==> src/rtl/kms_pkg.sv <==
package kms_pkg;
  localparam int ENT_W     = 8;
  localparam int SNAP_KEYS = 8;
  localparam int SNAP_W    = ENT_W * SNAP_KEYS;

  typedef struct packed {
    logic [3:0]        n;
    logic [SNAP_W-1:0] ent;
  } snap_t;

  // Append the closed columns of one row, in column order, until full.
  function automatic snap_t snap_add(snap_t s, logic [3:0] row, logic [7:0] hits);
    snap_t r;
    r = s;
    for (int c = 0; c < 8; c++) begin
      if (hits[c] && r.n < 4'(SNAP_KEYS)) begin
        r.ent[ENT_W*r.n +: ENT_W] = {1'b1, row, 3'(c)};
        r.n = r.n + 4'd1;
      end
    end
    return r;
  endfunction
endpackage

==> src/rtl/kms_row_scanner.sv <==
module kms_row_scanner
  import kms_pkg::*;
#(
  parameter int NUM_ROWS  = 16,
  parameter int NUM_COLS  = 8,
  parameter int SCAN_T    = 16,
  parameter int START_DLY = 5,
  parameter int DEB_W     = 10,
  localparam int RW       = (NUM_ROWS > 1) ? $clog2(NUM_ROWS) : 1
) (
  input  logic                clk,
  input  logic                rst_n,
  input  logic                en,
  input  logic                tick,
  input  logic [DEB_W-1:0]    deb,
  input  logic [NUM_COLS-1:0] col_n,
  output logic [NUM_ROWS-1:0] row_n,
  output logic                samp_vld,
  output logic [RW-1:0]       samp_row,
  output logic                samp_hit,
  output logic                snap_vld,
  output snap_t               snap
);
  localparam int CNT_W = $clog2(SCAN_T + (1 << DEB_W));

  typedef enum logic [1:0] {S_IDLE, S_DLY, S_ROW} st_e;
  st_e              st;
  logic [CNT_W-1:0] cnt;
  logic [RW-1:0]    row;
  snap_t            acc, merged;
  logic [7:0]       hits;
  logic [CNT_W-1:0] row_last;

  assign row_last = CNT_W'(SCAN_T - 1) + CNT_W'(deb);

  always_comb begin
    hits = '0;
    hits[NUM_COLS-1:0] = ~col_n;
    merged = snap_add(acc, 4'(row), hits);
  end

  always_comb begin
    row_n = '1;
    if (en && st == S_ROW) row_n[row] = 1'b0;
  end

  always_ff @(posedge clk or negedge rst_n) begin
    if (!rst_n) begin
      st <= S_IDLE; cnt <= '0; row <= '0; acc <= '0;
      samp_vld <= 1'b0; samp_row <= '0; samp_hit <= 1'b0;
      snap_vld <= 1'b0; snap <= '0;
    end else if (!en) begin
      st <= S_IDLE; cnt <= '0; row <= '0; acc <= '0;
      samp_vld <= 1'b0; snap_vld <= 1'b0;
    end else begin
      samp_vld <= 1'b0;
      snap_vld <= 1'b0;
      case (st)
        S_IDLE: begin st <= S_DLY; cnt <= '0; end
        S_DLY: if (tick) begin
          if (cnt == CNT_W'(START_DLY - 1)) begin
            st <= S_ROW; cnt <= '0; row <= '0;
          end else cnt <= cnt + 1'b1;
        end
        default: if (tick) begin
          if (cnt == row_last) begin
            cnt      <= '0;
            samp_vld <= 1'b1;
            samp_row <= row;
            samp_hit <= |hits;
            if (row == RW'(NUM_ROWS - 1)) begin
              st       <= S_DLY;
              acc      <= '0;
              snap     <= merged;
              snap_vld <= (merged.n != 4'd0);
            end else begin
              acc <= merged;
              row <= row + 1'b1;
            end
          end else cnt <= cnt + 1'b1;
        end
      endcase
    end
  end

  AST_ONE_ROW: assert property (@(posedge clk) disable iff (!rst_n) $onehot0(~row_n));
  AST_STOP_NO_SNAP: assert property (@(posedge clk) disable iff (!rst_n) !en |=> !snap_vld && !samp_vld);
  AST_SNAP_AT_END: assert property (@(posedge clk) disable iff (!rst_n)
    snap_vld |-> samp_vld && samp_row == RW'(NUM_ROWS - 1));
endmodule

==> src/rtl/kms_snap_fifo.sv <==
module kms_snap_fifo #(
  parameter int DEPTH = 4,
  parameter int W     = 68,
  localparam int AW   = (DEPTH > 1) ? $clog2(DEPTH) : 1,
  localparam int CW   = $clog2(DEPTH + 1)
) (
  input  logic          clk,
  input  logic          rst_n,
  input  logic          push,
  input  logic [W-1:0]  din,
  input  logic          pop,
  output logic [W-1:0]  dout,
  output logic [CW-1:0] count,
  output logic          dropped
);
  logic [W-1:0]  mem [DEPTH];
  logic [AW-1:0] wp, rp;
  logic          do_push, do_pop, full;

  assign full    = (count == CW'(DEPTH));
  assign do_pop  = pop && count != '0;
  assign do_push = push && (!full || do_pop);
  assign dropped = push && !do_push;
  assign dout    = mem[rp];

  always_ff @(posedge clk) if (do_push) mem[wp] <= din;

  always_ff @(posedge clk or negedge rst_n) begin
    if (!rst_n) begin
      wp <= '0; rp <= '0; count <= '0;
    end else begin
      if (do_push) wp <= (wp == AW'(DEPTH - 1)) ? '0 : wp + 1'b1;
      if (do_pop)  rp <= (rp == AW'(DEPTH - 1)) ? '0 : rp + 1'b1;
      case ({do_push, do_pop})
        2'b10:   count <= count + 1'b1;
        2'b01:   count <= count - 1'b1;
        default: count <= count;
      endcase
    end
  end

  AST_NO_OVERFLOW: assert property (@(posedge clk) disable iff (!rst_n) count <= CW'(DEPTH));
  AST_DROP_KEEPS: assert property (@(posedge clk) disable iff (!rst_n)
    push && full && !pop |=> count == CW'(DEPTH));
  AST_POP_DRAINS: assert property (@(posedge clk) disable iff (!rst_n)
    pop && count != '0 && !push |=> count == $past(count) - 1'b1);
endmodule

==> src/rtl/kbd_matrix_scan.sv <==
module kbd_matrix_scan
  import kms_pkg::*;
#(
  parameter int NUM_ROWS = 16,
  parameter int NUM_COLS = 8,
  parameter int DEPTH    = 4,
  parameter int ADDR_W   = 5
) (
  input  logic                clk,
  input  logic                rst_n,
  input  logic                scan_tick,
  input  logic [NUM_COLS-1:0] col_in_n,
  output logic [NUM_ROWS-1:0] row_out_n,
  input  logic                reg_wr,
  input  logic                reg_rd,
  input  logic [ADDR_W-1:0]   reg_addr,
  input  logic [31:0]         reg_wdata,
  output logic [31:0]         reg_rdata,
  output logic                irq
);
  localparam int RW     = (NUM_ROWS > 1) ? $clog2(NUM_ROWS) : 1;
  localparam int CW     = $clog2(DEPTH + 1);
  localparam int DEB_W  = 10;
  localparam int MASK_0 = 4;

  logic [31:0]         ctrl_q;
  logic                st_kp, st_ovf, st_fifo;
  logic [NUM_ROWS-1:0] mask_q;
  logic                samp_vld, samp_hit, snap_vld, dropped, pop, fifo_cond;
  logic [RW-1:0]       samp_row;
  snap_t               snap, head;
  logic [CW-1:0]       fcnt;
  logic                wr_int;

  kms_row_scanner #(.NUM_ROWS(NUM_ROWS), .NUM_COLS(NUM_COLS), .DEB_W(DEB_W)) u_scan (
    .clk(clk), .rst_n(rst_n), .en(ctrl_q[0]), .tick(scan_tick), .deb(ctrl_q[13:4]),
    .col_n(col_in_n), .row_n(row_out_n), .samp_vld(samp_vld), .samp_row(samp_row),
    .samp_hit(samp_hit), .snap_vld(snap_vld), .snap(snap));

  assign pop = reg_rd && reg_addr == ADDR_W'(3);

  kms_snap_fifo #(.DEPTH(DEPTH), .W($bits(snap_t))) u_fifo (
    .clk(clk), .rst_n(rst_n), .push(snap_vld), .din(snap), .pop(pop),
    .dout(head), .count(fcnt), .dropped(dropped));

  assign fifo_cond = ctrl_q[17:14] != 4'd0 && 32'(fcnt) >= 32'(ctrl_q[17:14]);
  assign wr_int    = reg_wr && reg_addr == ADDR_W'(1);

  always_ff @(posedge clk or negedge rst_n) begin
    if (!rst_n) begin
      ctrl_q <= '0; st_kp <= 1'b0; st_ovf <= 1'b0; st_fifo <= 1'b0; mask_q <= '0;
    end else begin
      if (reg_wr && reg_addr == ADDR_W'(0)) ctrl_q <= reg_wdata;
      for (int r = 0; r < NUM_ROWS; r++)
        if (reg_wr && reg_addr == ADDR_W'(MASK_0 + r)) mask_q[r] <= reg_wdata[0];
      if (samp_vld && samp_hit && !mask_q[samp_row] && ctrl_q[1]) st_kp <= 1'b1;
      else if (wr_int && reg_wdata[0]) st_kp <= 1'b0;
      if (dropped) st_ovf <= 1'b1;
      else if (wr_int && reg_wdata[1]) st_ovf <= 1'b0;
      if (fifo_cond) st_fifo <= 1'b1;
      else if (wr_int && reg_wdata[2]) st_fifo <= 1'b0;
    end
  end

  always_comb begin
    reg_rdata = '0;
    case (reg_addr)
      ADDR_W'(0): reg_rdata = ctrl_q;
      ADDR_W'(1): begin
        reg_rdata[7:4] = 4'(fcnt);
        reg_rdata[2]   = st_fifo;
        reg_rdata[1]   = st_ovf;
        reg_rdata[0]   = st_kp;
      end
      ADDR_W'(2): if (fcnt != '0) reg_rdata = head.ent[31:0];
      ADDR_W'(3): if (fcnt != '0) reg_rdata = head.ent[63:32];
      default:
        for (int r = 0; r < NUM_ROWS; r++)
          if (reg_addr == ADDR_W'(MASK_0 + r)) reg_rdata[0] = mask_q[r];
    endcase
  end

  assign irq = (st_fifo && ctrl_q[3]) || (st_kp && ctrl_q[1]);

  AST_IRQ_SOURCE: assert property (@(posedge clk) disable iff (!rst_n) irq |-> st_fifo || st_kp);
  AST_OVF_STICKY: assert property (@(posedge clk) disable iff (!rst_n)
    st_ovf && !(wr_int && reg_wdata[1]) |=> st_ovf);
  AST_KP_MASKED: assert property (@(posedge clk) disable iff (!rst_n)
    !st_kp && !(samp_vld && samp_hit) |=> !st_kp);
endmodule

==> config.mk <==
export PLATFORM = sky130hd
export DESIGN_NAME = kbd_matrix_scan
export DESIGN_NICKNAME = d
export VERILOG_FILES = /design/src/rtl/kms_pkg.sv /design/src/rtl/kms_row_scanner.sv /design/src/rtl/kms_snap_fifo.sv /design/src/rtl/kbd_matrix_scan.sv
export SDC_FILE = /design/constraint.sdc
export NUM_CORES = 1
export LEC_CHECK = 0
export BUFFER_PORTS_ARGS = -buffer_cell sky130_fd_sc_hd__buf_2
export CAP_MARGIN = 20
export CORE_MARGIN = 2
export CORE_UTILIZATION = 56
export DETAILED_ROUTE_END_ITERATION = 12
export GPL_TIMING_DRIVEN = 1
export PLACE_DENSITY = 0.76
export SYNTH_ARGS = -nofsm -noshare
export SYNTH_HDL_FRONTEND = slang
export SYNTH_SLANG_ARGS = --single-unit
==> constraint.sdc <==
create_clock -name clk -period 8.52 [get_ports clk]
set_input_delay 0.426 -clock clk [delete_from_list [all_inputs] [get_ports clk]]
set_output_delay 0.426 -clock clk [all_outputs]
set_load 0.02 [all_outputs]
==> flow_metrics.py <==
metrics = {
    "run_status": {
        "outcome": "completed",
    },
    "critical_path": {
        "r2r-start": "u_scan.acc[64]$_DFFE_PN0P_",
        "start_kind": "flip-flop",
        "crit_buf_inv": 4,
        "critPathMaxStageDelay_ns": 0.57,
        "path_max_fanout": 7,
        "critPathTopFamily": "adder cells",
        "path_depth": 33,
        "cp.arrival_ns": 8.50,
        "crit_slowest_cell": "o41a_1",
        "end_kind": "flip-flop",
        "required_ns": 8.97,
        "r2r_setup_slack_ns": 0.48,
        "crit_start": "u_scan.acc[64]$_DFFE_PN0P_",
        "crit_path_end": "u_scan.acc[22]$_DFFE_PN0P_",
        "r2r_end": "u_scan.acc[22]$_DFFE_PN0P_",
        "reg2reg_depth": 33,
        "path_class": "flip-flop to flip-flop",
        "cpMostUsedCell": "ha_1",
    },
    "logic_synthesis": {
        "synthesis.area_um2": 24300,
        "async_flop_share_pct": 45.5,
        "synth_adder_area_share_pct": 3.33,
        "synth_flop_cell": "edfxtp_1",
        "synth_seq_cells": 470,
        "synthSimpleGateAreaFrac_pct": 14.1,
        "syn_area_per_cell_um2": 11.6,
        "synth_cell_type_count": 100,
        "synth-edff-count": 256,
        "muxShareOfSynthArea_pct": 10.6,
        "synth_top_family_by_area": "simple AND/OR/NAND/NOR gates",
        "synth.yosys.warnings": 0,
        "netlist_instances": 2088,
        "synth_compound_area_share_pct": 13.4,
        "seq_area_frac_synth_pct": 53.8,
        "synthXorXnorAreaFrac_pct": 1.86,
        "synth_fp_nets": 2202,
    },
    "placement": {
        "io_buffers": 98,
        "dp_hpwl_mm": 45.8,
        "gp_congestion": 0.996,
        "preCtsSetupSlack_ns": 0.0324,
    },
    "floorplanning": {
        "placeableCoreArea_um2": 42900,
        "die_w_um": 212,
        "pin_count": 99,
        "rows": 76,
        "dieArea_um2": 45000,
        "initial_utilization_pct": 56.6,
        "die_y_um": 212,
    },
    "detailed_routing": {
        "ant_nets": 0,
        "first_pass_iters": 7,
        "viasPerCell": 6.35,
        "wirelength_mm": 66.0,
        "route.detailed.drc": 0,
        "wl_per_cell_um": 23.4,
        "detail_route.iter0.violations": 1874,
        "vias": 17920,
    },
    "clock_network": {
        "clkSinkCount": 470,
        "clk_latency_ns": 0.59,
        "cts_buffers": 46,
        "cts_tree": "built",
        "clk_path_buf_depth": 3,
        "cts_max_level": 2,
        "root_buffer": "clkbuf_16",
        "clk_pin_slew_ns": 0.07,
    },
    "timing": {
        "worst_pin_slew_ns": 1.17,
        "period_share_pct": 94.4,
        "finalWorstPathRequiredPeriod_ns": 8.04,
        "hold_viol_final": 0,
        "setup_tns_ns": 0,
        "finalSetupViolCount": 0,
        "slew_headroom_pct": 20.7,
        "fin_skew_ns": 0.0285,
        "drv_slew": 0,
        "fin_ws_ns": 0.476,
        "fmax_mhz": 124,
    },
    "run": {
        "max-cap-violations": 0,
    },
    "final_layout": {
        "layout_common_cells": "nand2_1 (265), edfxtp_1 (256), dfrtp_1 (212)",
        "antennaDiodeCount": 0,
        "layout_commonest_cell": "nand2_1",
        "nNetsFinal": 2312,
        "drive_above_1_share_pct": 19.1,
        "area_growth_pct": 11.9,
    },
    "grt": {
        "grt.overflow.total": 0,
        "grt_usage_pct": 29.7,
        "grt_pass1_wl_mm": 102,
        "grt_max_degree": 82,
        "antenna_found_initial": 0,
        "grt_pass1_vias": 17486,
    },
    "power_and_ir_drop": {
        "p_leak_nw": 10.9,
        "peakVddDrop_v": 0.000146,
        "p_per_area_nw_per_um2": 200,
    },
    "hold_path": {
        "hp-class": "primary input to flip-flop",
    },
}
==> logic make-up after synthesis <==
kind of cell / Yosys count
simple gates: 708
flops: 470
compound gates: 458
buf+inv: 185
mux: 161
fa+ha+maj: 64
xor+xnor: 42
==> state kept, by name, summed over array words and instances, names as in the netlist, 3 cells and up <==
register         cells
ctrl_q              32
mask_q              16
u_scan.samp_row      4
u_fifo.count         3
u_scan.cnt          11
u_fifo.mem         256
u_scan.acc          68
u_scan.snap         64
u_scan.row           4
==> worst min path at each step <==
stage	startpoint	endpoint	slack [ns]	depth (start not counted)
global route	reg_wdata[24]	ctrl_q[24]$_DFFE_PN0P_	0.06	2
detailed placement	rst_n	ctrl_q[21]$_DFFE_PN0P_	0.45	1
floorplan	rst_n	ctrl_q[0]$_DFFE_PN0P_	0.13	0
finish	reg_wdata[25]	ctrl_q[25]$_DFFE_PN0P_	0.07	2
CTS	reg_wdata[4]	ctrl_q[4]$_DFFE_PN0P_	0.05	2
global placement	rst_n	ctrl_q[22]$_DFFE_PN0P_	0.44	1
==> worst reg2reg max path, delay by kind of cell (launching register included) <==
family / cells / cell delay [ns]
DFF: 1 / 0.35
and+or+nand+nor: 10 / 2.03
AOI/OAI and AO/OA: 8 / 1.91
adders and majority gates: 8 / 2.49
xor gates and xnor gates: 1 / 0.18
buffers and inverters: 4 / 0.41
muxes: 2 / 0.52
==> layer usage <==
layer / wire length, um / up-vias / part of all wire, % / GRT usage (%)
met3: 4380 / 128 / 6.6 / 4.99
met4: 2390 / 0 / 3.6 / 11.4
met1: 28000 / 8976 / 42 / 41.0
met5: 0 / - / 0 / 0
li1: - / 8065 / - / -
met2: 31300 / 751 / 47 / 47.5
==> Yosys cell counts, types with 7 or more instances <==
master	instances	area, um^2
a21oi_1	71	355
dfrtp_1	214	5360
mux2i_1	29	290
a32o_1	17	170
and2_1	21	131
a22oi_1	29	218
mux4_2	70	1580
buf_2	10	50.1
ha_1	63	788
nand2_1	265	995
nand2b_1	20	125
nor4_1	17	106
nor3_1	55	275
or4_1	7	52.6
buf_1	15	56.3
o21ai_1	8	40.0
or3_1	15	93.8
o211ai_1	26	195
nand3_1	57	285
a22o_1	37	324
o21ai_0	98	490
nor2b_1	17	106
inv_1	80	300
a211oi_1	13	97.6
nor2_1	139	522
nand4_1	17	106
xor2_1	8	70.1
xnor2_1	27	236
or2_2	11	68.8
a21o_1	17	128
mux2_2	60	676
a31oi_1	21	131
a211o_1	9	78.8
edfxtp_1	256	7690
o22ai_1	14	87.6
o31ai_1	13	97.6
clkbuf_1	70	263
and3_1	29	181
o21a_1	7	52.6
==> per-stage QoR <==
step	utilization [%]	hold slack, ns	std cells	instance area [um^2]	total power [mW]
after global routing	63.3	0.0625	2821	27100	5.64
after floorplan	-	0.130	2088	24300	3.13
after CTS	63.1	0.0455	2815	27000	5.44
final	63.3	0.0689	2821	27100	5.44
after global placement	59.6	0.440	2728	25600	3.42
after detailed placement	59.6	0.451	2728	25600	3.44
==> final cells by class <==
type	instances	area (um^2)
Fill cell	3276	15700
Sequential cell	470	13000
Clock inverter	23	193
Tap cell	585	732
Inverter	87	327
Clock buffer	63	1290
Timing Repair Buffer	160	968
Multi-Input combinational cell	1433	10600
==> what timing repair did <==
| action | CTS | global route |
|---|---|---|
| gates resized for setup | 0 | 9 |
| endpoints found under the hold margin | 79 | 0 |
| hold buffers | 1 | 0 |
| buffers inserted | 0 | 5 |
| setup endpoints to repair | 0 | 93 |
==> where the power goes <==
part / internal, mW / switching [mW]
clock network: 1.13 / 0.870
registers: 2.43 / 0.0570
logic: 0.341 / 0.604
(Power assumes the default switching activity.)
